File: src/rtl/strap_pkg.sv
package strap_pkg;
  // Phases of the sampling window controller.
  typedef enum logic {
    PH_SAMPLE = 1'b0,
    PH_RUN    = 1'b1
  } phase_t;
endpackage

File: src/rtl/strap_sync.sv
module strap_sync #(
  parameter int WIDTH  = 5,
  parameter int STAGES = 2
) (
  input  logic             clk,
  input  logic             por,
  input  logic [WIDTH-1:0] d_in,
  output logic [WIDTH-1:0] d_out
);
  logic [WIDTH-1:0] stage_q [STAGES];

  genvar s;
  generate
    for (s = 0; s < STAGES; s++) begin : g_stage
      if (s == 0) begin : g_first
        always_ff @(posedge clk) begin
          if (por) stage_q[0] <= '0;
          else     stage_q[0] <= d_in;
        end
      end else begin : g_next
        always_ff @(posedge clk) begin
          if (por) stage_q[s] <= '0;
          else     stage_q[s] <= stage_q[s-1];
        end
      end
    end
  endgenerate

  assign d_out = stage_q[STAGES-1];
endmodule

File: src/rtl/window_timer.sv
module window_timer
  import strap_pkg::*;
#(
  parameter int WINDOW_CYCLES = 28636
) (
  input  logic clk,
  input  logic por,
  output logic window_end
);
  localparam int CNT_W = (WINDOW_CYCLES > 2) ? $clog2(WINDOW_CYCLES) : 1;
  localparam logic [CNT_W-1:0] LAST = CNT_W'(WINDOW_CYCLES - 1);

  phase_t           phase_q;
  logic [CNT_W-1:0] cnt_q;

  // A single-cycle strobe on the final edge of the window.
  assign window_end = !por && (phase_q == PH_SAMPLE) && (cnt_q == LAST);

  always_ff @(posedge clk) begin
    if (por) begin
      phase_q <= PH_SAMPLE;
      cnt_q   <= '0;
    end else if (phase_q == PH_SAMPLE) begin
      if (cnt_q == LAST) phase_q <= PH_RUN;
      else               cnt_q   <= cnt_q + 1'b1;
    end
  end
endmodule

File: src/rtl/strap_capture.sv
module strap_capture #(
  parameter int NUM_PINS = 5,
  parameter int MODE_IDX = 2
) (
  input  logic                clk,
  input  logic                por,
  input  logic                load,
  input  logic [NUM_PINS-1:0] pin_sync,
  output logic [NUM_PINS-1:0] strap_cfg,
  output logic [NUM_PINS-1:0] pin_oe,
  output logic                cfg_ready,
  output logic                ref_clk_oe,
  output logic                stop_in_en
);
  always_ff @(posedge clk) begin
    if (por) begin
      strap_cfg  <= '0;
      pin_oe     <= '0;
      cfg_ready  <= 1'b0;
      ref_clk_oe <= 1'b0;
      stop_in_en <= 1'b0;
    end else if (load) begin
      strap_cfg  <= pin_sync;
      pin_oe     <= '1;
      cfg_ready  <= 1'b1;
      ref_clk_oe <= pin_sync[MODE_IDX];
      stop_in_en <= !pin_sync[MODE_IDX];
    end
  end
endmodule

File: src/rtl/strap_latch_ctrl.sv
module strap_latch_ctrl #(
  parameter int NUM_PINS      = 5,
  parameter int WINDOW_CYCLES = 28636,
  parameter int SYNC_STAGES   = 2,
  parameter int MODE_IDX      = 2
) (
  input  logic                clk,
  input  logic                supply_good,
  input  logic [NUM_PINS-1:0] pin_in,
  output logic [NUM_PINS-1:0] pin_oe,
  output logic [NUM_PINS-1:0] strap_cfg,
  output logic                cfg_ready,
  output logic                ref_clk_oe,
  output logic                stop_in_en
);
  logic                por;
  logic                window_end;
  logic [NUM_PINS-1:0] pin_sync;

  // The supply indication is the only source of reset.
  assign por = !supply_good;

  strap_sync #(.WIDTH(NUM_PINS), .STAGES(SYNC_STAGES)) u_sync (
    .clk   (clk),
    .por   (por),
    .d_in  (pin_in),
    .d_out (pin_sync)
  );

  window_timer #(.WINDOW_CYCLES(WINDOW_CYCLES)) u_timer (
    .clk        (clk),
    .por        (por),
    .window_end (window_end)
  );

  strap_capture #(.NUM_PINS(NUM_PINS), .MODE_IDX(MODE_IDX)) u_capture (
    .clk        (clk),
    .por        (por),
    .load       (window_end),
    .pin_sync   (pin_sync),
    .strap_cfg  (strap_cfg),
    .pin_oe     (pin_oe),
    .cfg_ready  (cfg_ready),
    .ref_clk_oe (ref_clk_oe),
    .stop_in_en (stop_in_en)
  );
endmodule

File: config.mk
export PLATFORM = sky130hd
export DESIGN_NAME = strap_latch_ctrl
export DESIGN_NICKNAME = d
export VERILOG_FILES = /design/src/rtl/strap_pkg.sv /design/src/rtl/strap_sync.sv /design/src/rtl/window_timer.sv /design/src/rtl/strap_capture.sv /design/src/rtl/strap_latch_ctrl.sv
export SDC_FILE = /design/constraint.sdc
export NUM_CORES = 1
export LEC_CHECK = 0
export BUFFER_PORTS_ARGS = -buffer_cell sky130_fd_sc_hd__buf_2
export CAP_MARGIN = 20
export CORE_UTILIZATION = 41
export DETAILED_ROUTE_END_ITERATION = 10
export GPL_ROUTABILITY_DRIVEN = 0
export GPL_TIMING_DRIVEN = 1
export PLACE_DENSITY_LB_ADDON = 0.2
export SLEW_MARGIN = 40
export SYNTH_ARGS = -nofsm -noshare
export SYNTH_HDL_FRONTEND = slang
export SYNTH_HIERARCHICAL = 1
export SYNTH_SLANG_ARGS = --single-unit
File: constraint.sdc
create_clock -name clk -period 2.5 [get_ports clk]
set_input_delay 0.375 -clock clk [delete_from_list [all_inputs] [get_ports clk]]
set_output_delay 0.375 -clock clk [all_outputs]
set_load 0.01 [all_outputs]
# Word-level counts from Yosys, hierarchy flattened
# Memories as Yosys holds them, arrays and structs flattened.
# Cells that the tools add are included.
# totals
mem_count	1
output_inout_bits	13
mem_bits_rw	10
inputBits	7
regBits	25
wordCells	24
# mem_list
memory	words	word_bits	rd	rd_clocked_by_memory_dff	wr	line	text
u_sync.stage_q	2	5	2	0	2	strap_sync.sv:10	logic [WIDTH-1:0] stage_q [STAGES];
# classes
n_mux	6
n_addsub	1
bitwise	4
n_eq_ne	1
reduce_logical	4
# op_table
cell	count
15-bit by 1-bit adder with 15-bit output, second input constant	1
15-bit == test, second input constant	1
5-bit 2-to-1 mux	2
1-bit 2-to-1 mux	4
1-bit logical AND	2
1-bit inverter	2
1-bit OR	2
2-bit AND reduction	1
1-bit logical NOT	1

# Logic depth before layout (Yosys ltp)
# Gate-level depths: netlist of the first run.
# depth
ltp_word	3
ltp_mapped	7
ltp_nobuf	6

# By module
# The synthesis of the first run kept the hierarchy.
# by_module_without_submodules
module	cells_each	area_per_inst_um2	instances	seq_area_each_um2
window_timer	89	782.0	1	320.3
strap_capture	28	289.0	1	140.1
strap_sync	20	262.8	1	200.2
strap_latch_ctrl	1	3.8	1	0.0

# Worst setup path after synthesis of the first run
# No wires, ideal clock.
# synth_path
path_type	register -> register
from	register u_timer.cnt_q[0]
to	register u_capture.strap_cfg[2]
setup_ns	0.133
period_less_slack_ns	2.067
path_stages_with_launch	8
slack_ns	0.433
arrival_time_ns	1.934
n_path_buf	1
path_cell_list	dfxtp_1 ha_1 or4b_4 or4_1 nor3_1 buf_6 mux2i_1 nor2_1
# synth_via
elab_chain_cells	2
# synth_rtl
element	line	text
start: declaration	window_timer.sv:14	logic [CNT_W-1:0] cnt_q;
start signal: assignment	window_timer.sv:25	else cnt_q <= cnt_q + 1'b1;
15-bit == test	window_timer.sv:17	assign window_end = !por && (phase_q == PH_SAMPLE) && (cnt_q == LAST);
1-bit logical AND	window_timer.sv:17	
via window_end	strap_latch_ctrl.sv:17	logic window_end;
end signal: assignment	strap_capture.sv:23	strap_cfg <= pin_sync;
end: declaration	strap_capture.sv:9	output logic [NUM_PINS-1:0] strap_cfg,
# The timed path passes the listed nets, and every way through them passes these cells.
# A chain may end at the register's enable or synchronous reset.

# Final worst setup path of the first run
# layout_path
from	register u_timer.cnt_q[0]
to	register u_capture.strap_cfg[0]
# The elaborated chain is that of the path after synthesis.

==> results.txt, run 1 <==
----------------------------------------------------
[Worst setup path]
  Crit path capture type ... register
  Cell chain of the critical path ... ha_1, or4b_4, or4_1, nor3_1, buf_4, mux2i_1, nor2_1
  Largest fanout on the critical path ... 8
  Arrival time of the worst setup path ... 2.39 ns
  Required time of the critical path ... 2.71 ns
  R2r worst-path depth ... 7
  Critical path start-end classification ... register to register
  Crit-path max cell delay ... 0.48 ns
  Critical R2R Launch ... u_timer/cnt_q[0]
  Critical Path Source Type ... register
  Start point of the critical path ... u_timer/cnt_q[0]
  CP max stage cell ... or4b_4

[Synth]
  Number of synthesized flops with an enable pin ... 0
  Distinct cells, synth ... 34
  Top FF cell, synth ... dfxtp_1
  Synthesis Warnings ... 6
  Cell taking the most area after synthesis ... dfxtp_1
  Top-area cell type share of the netlist area ... 0.4939
  Xor and xnor fraction of the mapped netlist area ... 0.03929
  Synthesized-area fraction occupied by and/or/nand/nor cells ... 0.2544
  Syn Inst Count ... 138
  Flip-flop and latch count after synthesis ... 33
  Area contributors post-synth ... dfxtp_1, nor2_1, nor2b_1
  Mean area per synthesized cell ... 9.692 sq um
  Post-synthesis instance area ... 0.001338 sq mm
  Syn Nets ... 146
  Multiplexer share of the synthesized area ... 0.05426
  Async set-reset flop share out of synthesis ... 0
  Seq/Total Area, Yosys ... 0.4939
  Post-synthesis adder-cell area fraction ... 0.009355
  Dominant combinational cell family by area after synthesis ... simple AND/OR/NAND/NOR gates
  Post-synthesis compound-gate area fraction ... 0.08980

[Cells and area]
  Final std cell area, no fill ... 0.001509 sq mm
  Fraction of layout instances using a drive strength above 1 ... 0.2342
  Area growth syn-to-layout ... 12.82%
  Reg area ... 660.6 sq um
  End-of-flow core utilization ... 0.4902
  Final #Nets ... 165
  Multi-input gate area ... 598.1 sq um
  Ant diodes ... 0
  Count of fill cells added during filler insertion ... 310

[Global route]
  Wire length of the first global-routing pass ... 3946 um
  Aggregate global-route resource usage ... 0.1566
  Antenna violations before repair ... 0
  Via count of the first global-routing pass ... 890
  Grt ovf ... 0
  Maximum number of pins on one net before global-route repair ... 38

[Clock tree]
  Clock tree from TritonCTS ... built
  Post-cts gate resize count ... 0
  Clk sinks ... 33
  Clock transition time at the flip-flop clock pins of the worst setup and hold paths ... 0.10 ns
  Number of buffers added by the clock tree synthesis step ... 5
  # H-tree levels ... 2
  Clock latency of the later-clocked register in the worst-skew pair ... 0.33 ns
  Post-CTS setup buffer count ... 0
  CTS Buffer Depth ... 2
  CTS Hold Buffers Added ... 0
  Root Buffer Master ... clkbuf_4

[Hold path]
  Hold Crit Depth ... 2
  Hold Path Origin ... pin_in[1]
  Class of the most critical hold timing path ... primary input to register

[Timing]
  Number of failing setup endpoints in the final timing report ... 0
  Final clock period utilization by the worst path ... 0.8696
  Final min period ... 2.174 ns
  Smallest hold slack ... 0.2512 ns
  Relative max-transition margin ... 0.6522
  Hold Violations, Final ... 0
  Setup tns final ... 0 ns
  Highest clock rate ... 460.0 MHz
  Final clock skew ... 0.01053 ns
  Worst-margin pin slew ... 0.5174 ns
  RSZ-0062 raised after global routing ... no
  Total count of max-transition violations in the final report ... 0

[Route]
  Detail-routed via count per cell ... 4.896
  Number of nets with antenna violations after detailed routing ... 0
  Routed Wire Length ... 2330 um
  Average detailed-routed wire length per instance ... 11.53 um
  Via count of the routed design ... 989
  Drc violations ... 0
  Number of DRC markers after the initial detailed-route iteration ... 9
  Total iterations of the first detailed-routing run ... 2

[Power]
  PD cells ... 606.1 mW/mm^2
  Clk pwr share ... 0.370
  Leakage dissipation ... 0.6181 nW
  Power Internal ... 0.0007152 W
  Proportion of power drawn by combinational gates ... 0.037
  Peak supply drop ... 0.3644 mV
  Switching power as a share of total power ... 0.2180
  Share of total power in sequential cells ... 0.593
  Switching power of the nets ... 0.0001994 W

[Place]
  Post-placement cell area ... 0.001439 sq mm
  Post-detail-place hpwl ... 1599 um
  IO buf count ... 19

[Die]
  Core Region ... 0.003078 sq mm
  Rows ... 20
  Number of placed I/O pins ... 20
  Die H ... 59.12 um
  DIE WIDTH ... 59.12 um
  Starting Density ... 0.4346
  Die Outline Area ... 0.003495 sq mm

[Flow run]
  Count of maximum capacitance violations ... 0

[Run status]
  Outcome ... finished, final reports clean

----------------------------------------------------
worst max-delay path: cells and delay by family, from the launching register on:
kind                     cells  cell delay [ns]
multiplexers                 1             0.19
flip-flops                   1             0.37
AND/OR/NAND/NOR              4             1.09
adder cells (fa/ha/maj)      1             0.20
buffers and inverters        1             0.21
metal layers:
| layer | GRT usage | share of wire | vias up |
|---|---|---|---|
| li1 | - | - | 509 |
| met1 | 0.1853 | 0.46 | 456 |
| met2 | 0.2500 | 0.49 | 18 |
| met3 | 0.05240 | 0.038 | 6 |
| met4 | 0.08503 | 0.018 | 0 |
| met5 | 0 | 0 | - |
placed cells by master, fill, tap and decap left out, types with 3 or more instances in the layout:
| cell type | n |
|---|---|
| nor2b_1 | 12 |
| nor2_1 | 20 |
| nand4_1 | 4 |
| xor2_1 | 4 |
| mux2i_1 | 5 |
| or4_1 | 3 |
| a21oi_1 | 7 |
| dfxtp_1 | 33 |
| clkbuf_4 | 5 |
| buf_2 | 19 |
| nand2_1 | 8 |
| and3_1 | 3 |
| inv_1 | 4 |
power by group through the flow:
| stage | Clock [W] | Sequential [W] | Combinational [W] |
|---|---|---|---|
| CTS | 0.000350 | 0.000543 | 0.0000339 |
| finish | 0.000339 | 0.000543 | 0.0000335 |
| detailed placement | 0 | 0.000555 | 0.0000336 |
| global placement | 0 | 0.000554 | 0.0000324 |
| global route | 0.000369 | 0.000544 | 0.0000393 |
| floorplan | 0 | 0.000553 | 0.0000237 |
synthesized netlist by cell type, drive strengths merged, types with 3 or more instances:
library cell / count
dfxtp: 33
or4: 3
a21oi: 7
and3: 3
nor2: 20
mux2i: 5
nor2b: 12
xor2: 4
nand4: 5
buf: 8
nand2: 8
inv: 4
registers in the layout, summed over array words and instances, names as in the netlist:
register              flops
u_timer/cnt_q            15
u_sync/stage_q           10
u_capture/strap_cfg       5
u_capture/cfg_ready       1
u_capture/stop_in_en      1
u_timer/phase_q           1
final timing paths:
check                                               to  slack, ns
worst min-delay path              u_sync/stage_q[0][1]       0.25
worst max register to register  u_capture/strap_cfg[0]       0.33
worst max-delay path            u_capture/strap_cfg[0]       0.33
worst min register to register    u_sync/stage_q[1][1]       0.45
through the flow:
stage	total power, W	cells	worst slack (ns)
after CTS	0.0009265	202	0.3189
after global routing	0.0009518	202	0.1800
after detailed placement	0.0005884	194	0.3196
after global placement	0.0005868	194	0.3881
after floorplan	0.0005769	138	0.4332
final	0.0009146	202	0.3259
final cells by class:
class                   count  area share
well taps                  44     0.03648
flip-flops and latches     33      0.4378
clock inverters             1    0.003317
repair buffers             21     0.07297
inverters                   4    0.009950
clock buffers               7     0.04312
multi-input cells          92      0.3964
cells by family (layout without fill, tap and decap cells):
logic type | after synthesis | count (layout)
mux | 7 | 7
fa+ha+maj | 1 | 1
simple gates | 62 | 62
compound gates | 16 | 16
flops | 33 | 33
xor+xnor | 6 | 6
buf+inv | 13 | 33
No activity file was read; power rests on OpenSTA's default activity.
==> run 2: changes to the inputs <==
--- a/config.mk
+++ b/config.mk
@@ -15,5 +15,4 @@
 export SLEW_MARGIN = 40
 export SYNTH_ARGS = -nofsm -noshare
 export SYNTH_HDL_FRONTEND = slang
-export SYNTH_HIERARCHICAL = 1
 export SYNTH_SLANG_ARGS = --single-unit
==> run 2 against run 1 <==
Non-clock buffer count down 1; sequential cell count unchanged; critical endpoint is now u_timer.cnt_q[2]; highest routed layer unchanged; sequential power is essentially flat; power increased by 17%; wire length rose by 0.39%.
==> results.txt, run 2 <==
----------------------------------------------------
[Cells and area]
  Max FFs per register ... 15
  Biggest register ... u_timer.cnt_q
  Registers with the highest flip-flop counts ... u_timer.cnt_q x15, u_sync.stage_q x10, u_capture.strap_cfg x5
  Commonest non-fill, non-tap cells in the layout ... dfxtp_1, nand2_1, buf_2, and2_1, mux2i_1
  Ant diodes ... 0
  Count of fill cells added during filler insertion ... 320
  Area growth syn-to-layout ... 14.06%
  Most frequent standard cell in the layout excluding fill and tap cells ... dfxtp_1
  Final #Nets ... 171
  Fraction of layout instances using a drive strength above 1 ... 0.1902
  End-of-flow core utilization ... 0.5056

[Route]
  Detail-routed via count per cell ... 4.826
  Number of DRC markers after the initial detailed-route iteration ... 29
  Number of nets with antenna violations after detailed routing ... 0
  Drc violations ... 0
  Via count of the routed design ... 999
  Total iterations of the first detailed-routing run ... 4
  Routed Wire Length ... 2339 um
  Average detailed-routed wire length per instance ... 11.30 um

[Global route]
  Grt ovf ... 0
  Wire length of the first global-routing pass ... 3912 um
  Antenna violations before repair ... 0
  Via count of the first global-routing pass ... 866
  Maximum number of pins on one net before global-route repair ... 44
  Aggregate global-route resource usage ... 0.1491

[Synth]
  Seq/Total Area, Yosys ... 0.4727
  Syn Nets ... 155
  Post-synthesis instance area ... 0.001398 sq mm
  Flip-flop and latch count after synthesis ... 33
  Most frequently used cell type in the post-synthesis netlist ... dfxtp_1
  Async set-reset flop share out of synthesis ... 0
  Synthesis Warnings ... 0
  Number of synthesized flops with an enable pin ... 0
  Area contributors post-synth ... dfxtp_1, mux2i_1, and2_1
  Syn Inst Count ... 146
  Distinct cells, synth ... 29
  Cell taking the most area after synthesis ... dfxtp_1
  Mean area per synthesized cell ... 9.573 sq um
  Most numerous cell types in the synthesized netlist ... dfxtp_1, nand2_1, and2_1
  Top FF cell, synth ... dfxtp_1
  Top-area cell type share of the netlist area ... 0.4727

[Die]
  Rows ... 20
  DIE WIDTH ... 60.39 um
  Starting Density ... 0.4433
  Core Region ... 0.003153 sq mm
  Number of placed I/O pins ... 20
  Die Outline Area ... 0.003646 sq mm
  Die H ... 60.39 um

[Clock tree]
  Post-cts gate resize count ... 0
  Root Buffer Master ... clkbuf_4
  CTS Buffer Depth ... 2
  Clock latency of the later-clocked register in the worst-skew pair ... 0.34 ns
  Clk sinks ... 33
  CTS Hold Buffers Added ... 0
  Clock transition time at the flip-flop clock pins of the worst setup and hold paths ... 0.10 ns
  Post-CTS setup buffer count ... 0
  # H-tree levels ... 2
  Number of buffers added by the clock tree synthesis step ... 5
  Clock tree from TritonCTS ... built

[Power]
  Peak supply drop ... 0.4348 mV
  Leakage dissipation ... 0.7456 nW
  PD cells ... 670.2 mW/mm^2

[Hold path]
  Class of the most critical hold timing path ... primary input to register

[Timing]
  Relative max-transition margin ... 0.5797
  Hold Violations, Final ... 0
  Final clock period utilization by the worst path ... 0.6945
  Worst-margin pin slew ... 0.6246 ns
  Setup tns final ... 0 ns
  Highest clock rate ... 576.0 MHz
  Number of failing setup endpoints in the final timing report ... 0
  RSZ-0062 raised after global routing ... no
  Final min period ... 1.736 ns
  Final clock skew ... 0.005600 ns
  Total count of max-transition violations in the final report ... 0

[Worst setup path]
  Critical path start-end classification ... register to register
  Required time of the critical path ... 2.74 ns
  Arrival time of the worst setup path ... 1.97 ns
  Crit path capture type ... register
  Largest fanout on the critical path ... 7
  Critical Path Source Type ... register

[Place]
  Post-detail-place hpwl ... 1594 um
  IO buf count ... 19

[Run status]
  Outcome ... finished, final reports clean

[Flow run]
  Count of maximum capacitance violations ... 0

----------------------------------------------------
==> run 2: changes by cell type in the layout (fill, tap and decap cells not counted), sizes merged, moves of 6 or more <==
| cell | delta |
|---|---|
| and2 | +16 |
| nor2b | -10 |
| mux2i | +6 |
| nand2 | +14 |
| a21oi | -7 |
| nor2 | -19 |
==> run 2: cells by family (layout without fill, tap and decap cells) <==
group	count (synthesis)	count (layout)	synth area share
flops	33	33	0.4727
buf+inv	15	32	0.05639
simple gates	75	75	0.3196
xor+xnor	7	7	0.04387
compound gates	3	3	0.01074
fa+ha+maj	2	2	0.01790
mux	11	11	0.07879
==> run 2: worst paths after layout <==
check | start | endpoint | slack (ns) | cells after the start
setup / recovery | u_timer.cnt_q[0] | u_timer.cnt_q[2] | 0.76 | 5
hold / removal | pin_in[3] | u_sync.stage_q[0][3] | 0.24 | 2
setup reg to reg | u_timer.cnt_q[0] | u_timer.cnt_q[2] | 0.76 | 5
hold reg to reg | u_sync.stage_q[1][1] | u_capture.strap_cfg[1] | 0.44 | 2
==> run 2: where the power goes <==
part	internal [W]	switching (W)	total [W]
clock	0.000309	0.000181	0.000490
sequential	0.000537	0.00000851	0.000546
combinational	0.0000159	0.0000168	0.0000327
==> run 2: area by class of cell <==
cell class	count	area [sq um]	share of cell area
inverter	4	15.01	0.009419
sequential	33	660.6	0.4144
clock buffer	5	37.54	0.02355
timing repair buffer	20	102.6	0.06436
multi-input combinational	98	658.1	0.4129
clock inverter	3	65.06	0.04082
tap	44	55.05	0.03454
==> run 2: critical path: stages, from the launching register on <==
cell,delay [ns]
dfxtp_1,0.45
ha_1,0.21
nand4bb_1,0.13
or4_1,0.55
and3b_1,0.20
mux2i_1,0.11
==> run 2: stage by stage <==
step	power, W	hold WS (ns)	area [sq um]	setup WS (ns)	instances
finish	0.001068	0.2356	1594	0.7637	207
global route	0.001121	0.2094	1594	0.6179	207
CTS	0.001088	0.2181	1594	0.7608	207
detailed placement	0.0005910	0.4221	1491	0.7764	199
global placement	0.0005892	0.4158	1491	0.8625	199
floorplan	0.0005789	0.4119	1398	0.9063	146
==> run 2: routing by layer <==
metal | vias up | GRT usage | routed length, um
met5 | - | 0 | 0
met4 | 0 | 0.06977 | 40
met3 | 7 | 0.06610 | 132
met2 | 19 | 0.2041 | 994
met1 | 458 | 0.1997 | 1171
li1 | 515 | - | -
